==> src/rtl/utx_pkg.sv <==
package utx_pkg;

    typedef enum logic [1:0] {
        SH_IDLE  = 2'd0,
        SH_ARMED = 2'd1,
        SH_SEND  = 2'd2
    } sh_state_e;

    localparam logic [1:0] WCODE_7 = 2'd0;
    localparam logic [1:0] WCODE_9 = 2'd2;

endpackage

==> src/rtl/utx_hold_reg.sv <==
module utx_hold_reg #(
    parameter int DATA_W = 9
) (
    input  logic              clk,
    input  logic              rst_n,
    input  logic              wr_en,
    input  logic [DATA_W-1:0] wr_data,
    input  logic              pop,
    output logic              full_o,
    output logic [DATA_W-1:0] data_o
);

    typedef struct packed {
        logic              full;
        logic [DATA_W-1:0] data;
    } hold_t;

    hold_t q, d;

    always_comb begin
        d = q;
        if (pop) begin
            d.full = 1'b0;
        end
        if (wr_en && !q.full) begin
            d.full = 1'b1;
            d.data = wr_data;
        end
    end

    always_ff @(posedge clk) begin
        if (!rst_n) begin
            q <= '0;
        end else begin
            q <= d;
        end
    end

    assign full_o = q.full;
    assign data_o = q.data;

    // a write that arrives while the word is pending leaves it untouched
    a_r9_keep_pending: assert property (@(posedge clk) disable iff (!rst_n)
        (q.full && wr_en && !pop) |=> $stable(q.data));

endmodule

==> src/rtl/utx_framer.sv <==
module utx_framer #(
    parameter int DATA_W  = 9,
    parameter int FRAME_W = DATA_W + 4,
    parameter int CNT_W   = $clog2(FRAME_W + 1)
) (
    input  logic [DATA_W-1:0]  data_i,
    input  logic [1:0]         width_i,
    input  logic               parity_en_i,
    input  logic               two_stop_i,
    output logic [FRAME_W-1:0] frame_o,
    output logic [CNT_W-1:0]   len_o
);
    import utx_pkg::*;

    logic [CNT_W-1:0]  nbits;
    logic [DATA_W-1:0] masked;
    logic              parity;

    always_comb begin
        case (width_i)
            WCODE_7: nbits = CNT_W'(7);
            WCODE_9: nbits = CNT_W'(9);
            default: nbits = CNT_W'(8);
        endcase
    end

    for (genvar g = 0; g < DATA_W; g++) begin : g_mask
        assign masked[g] = data_i[g] & (nbits >= CNT_W'(g + 1));
    end

    assign parity = ^masked;

    always_comb begin
        int nb;
        nb = int'(nbits);
        frame_o    = '1;
        frame_o[0] = 1'b0;
        for (int i = 0; i < DATA_W; i++) begin
            if (i < nb) begin
                frame_o[i + 1] = data_i[i];
            end
        end
        if (parity_en_i) begin
            frame_o[nb + 1] = parity;
        end
        len_o = nbits + CNT_W'(1) + CNT_W'(parity_en_i) + (two_stop_i ? CNT_W'(2) : CNT_W'(1));
    end

endmodule

==> src/rtl/utx_shifter.sv <==
module utx_shifter #(
    parameter int FRAME_W = 13,
    parameter int CNT_W   = $clog2(FRAME_W + 1)
) (
    input  logic               clk,
    input  logic               rst_n,
    input  logic               tick,
    input  logic               hold_full,
    input  logic [FRAME_W-1:0] frame_i,
    input  logic [CNT_W-1:0]   len_i,
    output logic               pop_o,
    output logic               line_o,
    output logic               empty_o
);
    import utx_pkg::*;

    typedef struct packed {
        sh_state_e          state;
        logic [FRAME_W-1:0] sh;
        logic [CNT_W-1:0]   cnt;
        logic               line;
    } shift_t;

    shift_t q, d;

    always_comb begin
        d     = q;
        pop_o = 1'b0;
        case (q.state)
            SH_IDLE: begin
                if (hold_full) begin
                    pop_o   = 1'b1;
                    d.state = SH_ARMED;
                    d.sh    = frame_i;
                    d.cnt   = len_i;
                end
            end
            SH_ARMED: begin
                if (tick) begin
                    d.line  = q.sh[0];
                    d.sh    = {1'b1, q.sh[FRAME_W-1:1]};
                    d.cnt   = q.cnt - CNT_W'(1);
                    d.state = SH_SEND;
                end
            end
            SH_SEND: begin
                if (tick) begin
                    if (q.cnt != '0) begin
                        d.line = q.sh[0];
                        d.sh   = {1'b1, q.sh[FRAME_W-1:1]};
                        d.cnt  = q.cnt - CNT_W'(1);
                    end else if (hold_full) begin
                        pop_o  = 1'b1;
                        d.line = frame_i[0];
                        d.sh   = {1'b1, frame_i[FRAME_W-1:1]};
                        d.cnt  = len_i - CNT_W'(1);
                    end else begin
                        d.line  = 1'b1;
                        d.state = SH_IDLE;
                    end
                end
            end
            default: begin
                d.state = SH_IDLE;
                d.line  = 1'b1;
            end
        endcase
    end

    always_ff @(posedge clk) begin
        if (!rst_n) begin
            q.state <= SH_IDLE;
            q.sh    <= '1;
            q.cnt   <= '0;
            q.line  <= 1'b1;
        end else begin
            q <= d;
        end
    end

    assign line_o  = q.line;
    assign empty_o = (q.state == SH_IDLE);

    // the line moves only on a tick edge
    a_r2_line_on_tick: assert property (@(posedge clk) disable iff (!rst_n)
        !$stable(q.line) |-> $past(tick));

    // going idle leaves the line high
    a_r8_idle_line_high: assert property (@(posedge clk) disable iff (!rst_n)
        $rose(empty_o) |-> q.line);

    // remaining-bit count never exceeds the longest frame
    a_r5_count_bound: assert property (@(posedge clk) disable iff (!rst_n)
        q.cnt <= CNT_W'(FRAME_W));

endmodule

==> src/rtl/dbuf_uart_tx.sv <==
module dbuf_uart_tx #(
    parameter int DATA_W = 9
) (
    input  logic              clk,
    input  logic              rst_n,
    input  logic              baud_tick,
    input  logic              wr_en,
    input  logic [DATA_W-1:0] wr_data,
    input  logic [1:0]        cfg_width,
    input  logic              cfg_parity,
    input  logic              cfg_two_stop,
    output logic              tx_line,
    output logic              hold_empty,
    output logic              shift_empty
);
    localparam int FRAME_W = DATA_W + 4;
    localparam int CNT_W   = $clog2(FRAME_W + 1);

    logic               hold_full;
    logic [DATA_W-1:0]  hold_data;
    logic               pop;
    logic [FRAME_W-1:0] frame;
    logic [CNT_W-1:0]   frame_len;

    utx_hold_reg #(.DATA_W(DATA_W)) u_hold (
        .clk     (clk),
        .rst_n   (rst_n),
        .wr_en   (wr_en),
        .wr_data (wr_data),
        .pop     (pop),
        .full_o  (hold_full),
        .data_o  (hold_data)
    );

    utx_framer #(.DATA_W(DATA_W), .FRAME_W(FRAME_W), .CNT_W(CNT_W)) u_framer (
        .data_i      (hold_data),
        .width_i     (cfg_width),
        .parity_en_i (cfg_parity),
        .two_stop_i  (cfg_two_stop),
        .frame_o     (frame),
        .len_o       (frame_len)
    );

    utx_shifter #(.FRAME_W(FRAME_W), .CNT_W(CNT_W)) u_shift (
        .clk       (clk),
        .rst_n     (rst_n),
        .tick      (baud_tick),
        .hold_full (hold_full),
        .frame_i   (frame),
        .len_i     (frame_len),
        .pop_o     (pop),
        .line_o    (tx_line),
        .empty_o   (shift_empty)
    );

    assign hold_empty = !hold_full;

    // an idle shifter keeps the line high
    a_r1_idle_high: assert property (@(posedge clk) disable iff (!rst_n)
        shift_empty |-> tx_line);

    // the shifter only leaves idle when a word was staged
    a_r6_load_from_hold: assert property (@(posedge clk) disable iff (!rst_n)
        $fell(shift_empty) |-> $past(!hold_empty));

endmodule

==> config.mk <==
export PLATFORM = sky130hd
export DESIGN_NAME = dbuf_uart_tx
export DESIGN_NICKNAME = d
export VERILOG_FILES = /design/src/rtl/utx_pkg.sv /design/src/rtl/utx_hold_reg.sv /design/src/rtl/utx_framer.sv /design/src/rtl/utx_shifter.sv /design/src/rtl/dbuf_uart_tx.sv
export SDC_FILE = /design/constraint.sdc
export NUM_CORES = 1
export LEC_CHECK = 0
export ABC_AREA = 1
export CAP_MARGIN = 30
export CORE_MARGIN = 1.5
export CORE_UTILIZATION = 50
export DETAILED_ROUTE_END_ITERATION = 12
export GPL_ROUTABILITY_DRIVEN = 0
export GPL_TIMING_DRIVEN = 0
export PLACE_DENSITY = 0.72
export SLEW_MARGIN = 10
export SYNTH_ARGS = -nofsm -noshare
export SYNTH_HDL_FRONTEND = slang
export SYNTH_SLANG_ARGS = --single-unit
==> constraint.sdc <==
create_clock -name clk -period 3.1 [get_ports clk]
set_clock_uncertainty 0.1 [all_clocks]
set_input_delay 0.93 -clock clk [delete_from_list [all_inputs] [get_ports clk]]
set_output_delay 0.93 -clock clk [all_outputs]
set_load 0.005 [all_outputs]
==> results.toml <==
[run_status]
outcome = "finished clean"

[critical_path]
r2r_setup_slack_ns = 1.11
timing.rr.end = "u_shift.q[15]$_SDFFE_PN1P_"
ff2ff_path_depth = 13
cp_slowest_stage_delay_ns = 0.37
crit_type = "input pin to flip-flop"
path_max_fanout = 5
arrival_ns = 3.03
worst_setup_path_start_kind = "input pin"
timing.critical_path.from = "cfg_width[0]"
critical_path.endpoint = "u_shift.q[3]$_SDFFE_PN0P_"
critical_path.endpoint_type = "flip-flop"
crit_chain = "buf_4 > buf_2 > ha_1 > inv_1 > ha_2 > inv_2 > fa_2 > or2_2 > and2_4 > inv_4 > a21oi_1 > o22ai_1 > o21ai_1 > o21ai_1 > a21oi_1"
worst_r2r_startpoint = "u_shift.q[19]$_SDFFE_PN0P_"
timing.critical_path.slowest_stage_cell = "sky130_fd_sc_hd__fa_2"
required_ns = 3.18

[timing]
tightestPinTransition_ns = 0.535
min_period_over_period_pct = 95.2
hold_slack_ns = 0.353
slew_viol_final = 0
timing.slew.headroom_pct = 64.3
final.setup.worst_slack_ns = 0.148
fin_tns_setup_ns = 0
timing_hold_violations_final = 0
fmax_ghz = 0.339
grt_setup_unrepaired = "false"
final_setup_violations = 0
layout_min_cycle_time_ns = 2.95

[synthesis]
synth_flop_cell = "sky130_fd_sc_hd__dfxtp_1"
synth_sequential_area_ratio_pct = 31.2
post_synth_instance_area_sq_um = 1930
postSynth.asyncResetShare_pct = 0
synth_area_leader_cell = "sky130_fd_sc_hd__dfxtp_1"
postSynthRegisterBits = 30
synthesis.instances = 280
postSynthNetCount = 308
ys_types = 36
ys_warn_count = 0
mean_post_synth_cell_area_sq_um = 6.88
synth_edf_count = 0
yosys.area.top_type_share_pct = 31.2
leading_cell_types_by_total_area_after_synthesis = "sky130_fd_sc_hd__dfxtp_1 (31%), sky130_fd_sc_hd__nand2_1 (12%), sky130_fd_sc_hd__a21oi_1 (7.5%)"

[finish]
drive_gt1_share_pct = 17.3
layoutNonFillerInstCount = 355
area_growth_syn_to_layout_pct = 19.3
nNetsFinal = 334
final_core_utilization_pct = 62.3
diodes = 0
finalInstanceArea_sq_um = 2300

[grt]
gr-total-overflow = 0
grt_first_pass_wirelength_um = 8050
first_global_vias = 1803
largest_net_degree_at_the_start_of_global_routing = 11
initial_antenna_violation_count = 0
globalRouteTotalUtil_pct = 25.0

[min_path]
worst_hold_path_type = "flip-flop to flip-flop"
cell_count_of_the_worst_hold_path = 2

[clocking]
ctsHtreeMaxLevel = 2
clk-insertion-delay-late_ns = 0.29
clock_sink_count = 30
quantity_of_hold_fixing_buffers_added_after_cts = 0
cts_tree = "built"
clk_root_buffer_cell = "sky130_fd_sc_hd__clkbuf_8"
worst_setup_hold_path_clk_slew_ns = 0.06
cts_inserted_buffers = 5
cts_buffer_depth = 2

[floorplanning]
count_of_pins_on_the_block_boundary = 20
area_of_the_die_sq_um = 4240
core.rowCount = 22
initial_core_util_pct = 52.2
core_sq_um = 3690
die-height_um = 65.1
die_w_um = 65.1

[place]
placed_area_sq_um = 2170
detailedPlacementHpwl_um = 3220
io_buffer_count = 18
placement.setup.worst_slack_ns = -0.566
dp.cells = 346

[route]
wl_met1_um = 2110
met2WireLength_um = 2100
vias_per_cell = 5.29
drt_pre_antenna_iters = 5
wl_um = 4500
routed.top_layer = "met4"
detail-route-antenna-nets = 0
drc = 0
post_drt_wl_per_cell_um = 12.7
routed-via-count = 1878
drt_first_iter_violations = 126
detailroute.wirelength.met3_um = 225

[power]
power.static_leakage_nw = 1.06
ir_drop_v = 0.000535
powerDensity_nw_per_um2 = 815
sum_of_internal_switching_and_leakage_power_mw = 1.87

[flow_run]
max-cap-violations = 0
## layout make-up
type	instances	area [sq um]
well taps	48	60.1
plain buffers	12	58.8
clock buffers	8	110
flip-flops and latches	30	601
fillers	357	1390
multi-input cells	194	1110
inverters	44	169
repair buffers	19	186
## logic make-up after synthesis
group                      share of synthesized area (%)
AOI/OAI and AO/OA                                   23.9
xor gates and xnor gates                            1.36
adders and majority gates                           7.53
buffers and inverters                               11.7
DFF                                                 31.2
and+or+nand+nor                                     24.4
## where the power goes
part / switching (mW) / internal, mW
combinational: 0.581 / 0.363
clock: 0.153 / 0.224
sequential: 0.0623 / 0.489
total: 0.796 / 1.08
## Yosys cell counts (2+ instances only)
library cell and number:
sky130_fd_sc_hd__nor2_4 2, sky130_fd_sc_hd__nand4_1 2, sky130_fd_sc_hd__clkbuf_1 6, sky130_fd_sc_hd__dfxtp_1 30, sky130_fd_sc_hd__a31oi_1 2, sky130_fd_sc_hd__clkinv_1 2, sky130_fd_sc_hd__o21ai_0 20, sky130_fd_sc_hd__o21ai_1 11
sky130_fd_sc_hd__nor2_2 5, sky130_fd_sc_hd__buf_2 5, sky130_fd_sc_hd__a21oi_1 29, sky130_fd_sc_hd__nand3_1 9, sky130_fd_sc_hd__o21ai_2 2, sky130_fd_sc_hd__inv_2 9, sky130_fd_sc_hd__nand2_1 62, sky130_fd_sc_hd__nand3_2 3
sky130_fd_sc_hd__ha_1 10, sky130_fd_sc_hd__o221ai_1 2, sky130_fd_sc_hd__nand2_2 4, sky130_fd_sc_hd__nor2_1 10, sky130_fd_sc_hd__a21oi_2 2, sky130_fd_sc_hd__a221oi_1 7, sky130_fd_sc_hd__inv_1 32, sky130_fd_sc_hd__xnor2_1 2
## how the worst min path moves through the flow
stage	from	slack, ns	endpoint
floorplan	u_shift.q[17]$_SDFFE_PN1P_	0.31	u_shift.q[17]$_SDFFE_PN1P_
global placement	u_shift.q[17]$_SDFFE_PN1P_	0.33	u_shift.q[17]$_SDFFE_PN1P_
detailed placement	u_shift.q[17]$_SDFFE_PN1P_	0.34	u_shift.q[17]$_SDFFE_PN1P_
CTS	u_shift.q[17]$_SDFFE_PN1P_	0.36	u_shift.q[17]$_SDFFE_PN1P_
global route	u_shift.q[17]$_SDFFE_PN1P_	0.38	u_shift.q[17]$_SDFFE_PN1P_
finish	u_shift.q[17]$_SDFFE_PN1P_	0.35	u_shift.q[17]$_SDFFE_PN1P_
## critical path, delay by kind of cell
family | cells | cell delay (ns)
fa+ha+maj | 3 | 0.81
buf+inv | 5 | 0.41
compound gates | 5 | 0.43
simple gates | 2 | 0.45
## repair_timing
item,in CTS,in global routing
resized for setup,7,11
setup endpoints to repair,3,2
setup buffers,0,1
pin swaps,0,4
## placed cells by master (no fill, tap or decap), types with 2 or more instances in the layout
| master | count |
|---|---|
| sky130_fd_sc_hd__o21ai_0 | 18 |
| sky130_fd_sc_hd__a221oi_1 | 7 |
| sky130_fd_sc_hd__o221ai_1 | 2 |
| sky130_fd_sc_hd__a31oi_1 | 2 |
| sky130_fd_sc_hd__o21ai_2 | 2 |
| sky130_fd_sc_hd__and2_4 | 2 |
| sky130_fd_sc_hd__nor2_2 | 4 |
| sky130_fd_sc_hd__nor2_4 | 3 |
| sky130_fd_sc_hd__clkbuf_8 | 8 |
| sky130_fd_sc_hd__ha_1 | 9 |
| sky130_fd_sc_hd__a21oi_2 | 2 |
| sky130_fd_sc_hd__dfxtp_1 | 30 |
| sky130_fd_sc_hd__a21oi_1 | 29 |
| sky130_fd_sc_hd__buf_2 | 5 |
| sky130_fd_sc_hd__nand3_1 | 9 |
| sky130_fd_sc_hd__nand3_2 | 3 |
| sky130_fd_sc_hd__buf_4 | 2 |
| sky130_fd_sc_hd__o21ai_1 | 13 |
| sky130_fd_sc_hd__inv_2 | 10 |
| sky130_fd_sc_hd__clkdlybuf4s50_1 | 15 |
| sky130_fd_sc_hd__clkbuf_1 | 6 |
| sky130_fd_sc_hd__nor2_1 | 10 |
| sky130_fd_sc_hd__xnor2_1 | 2 |
| sky130_fd_sc_hd__inv_1 | 30 |
| sky130_fd_sc_hd__clkinv_1 | 2 |
| sky130_fd_sc_hd__nand2_1 | 62 |
| sky130_fd_sc_hd__nand4_1 | 2 |
| sky130_fd_sc_hd__nand2_2 | 4 |
## state kept, by name, indices dropped and copies added, names as in the netlist
signal          cells
u_hold.data_o       9
u_hold.full_o       1
u_shift.line_o      1
u_shift.q          19
## metal layers
layer	vias up	GRT usage (%)
met5	-	0
met4	0	10.7
met3	7	5.73
met2	41	39.8
met1	860	32.4
li1	970	-
Power figures use the tool's default switching activity.
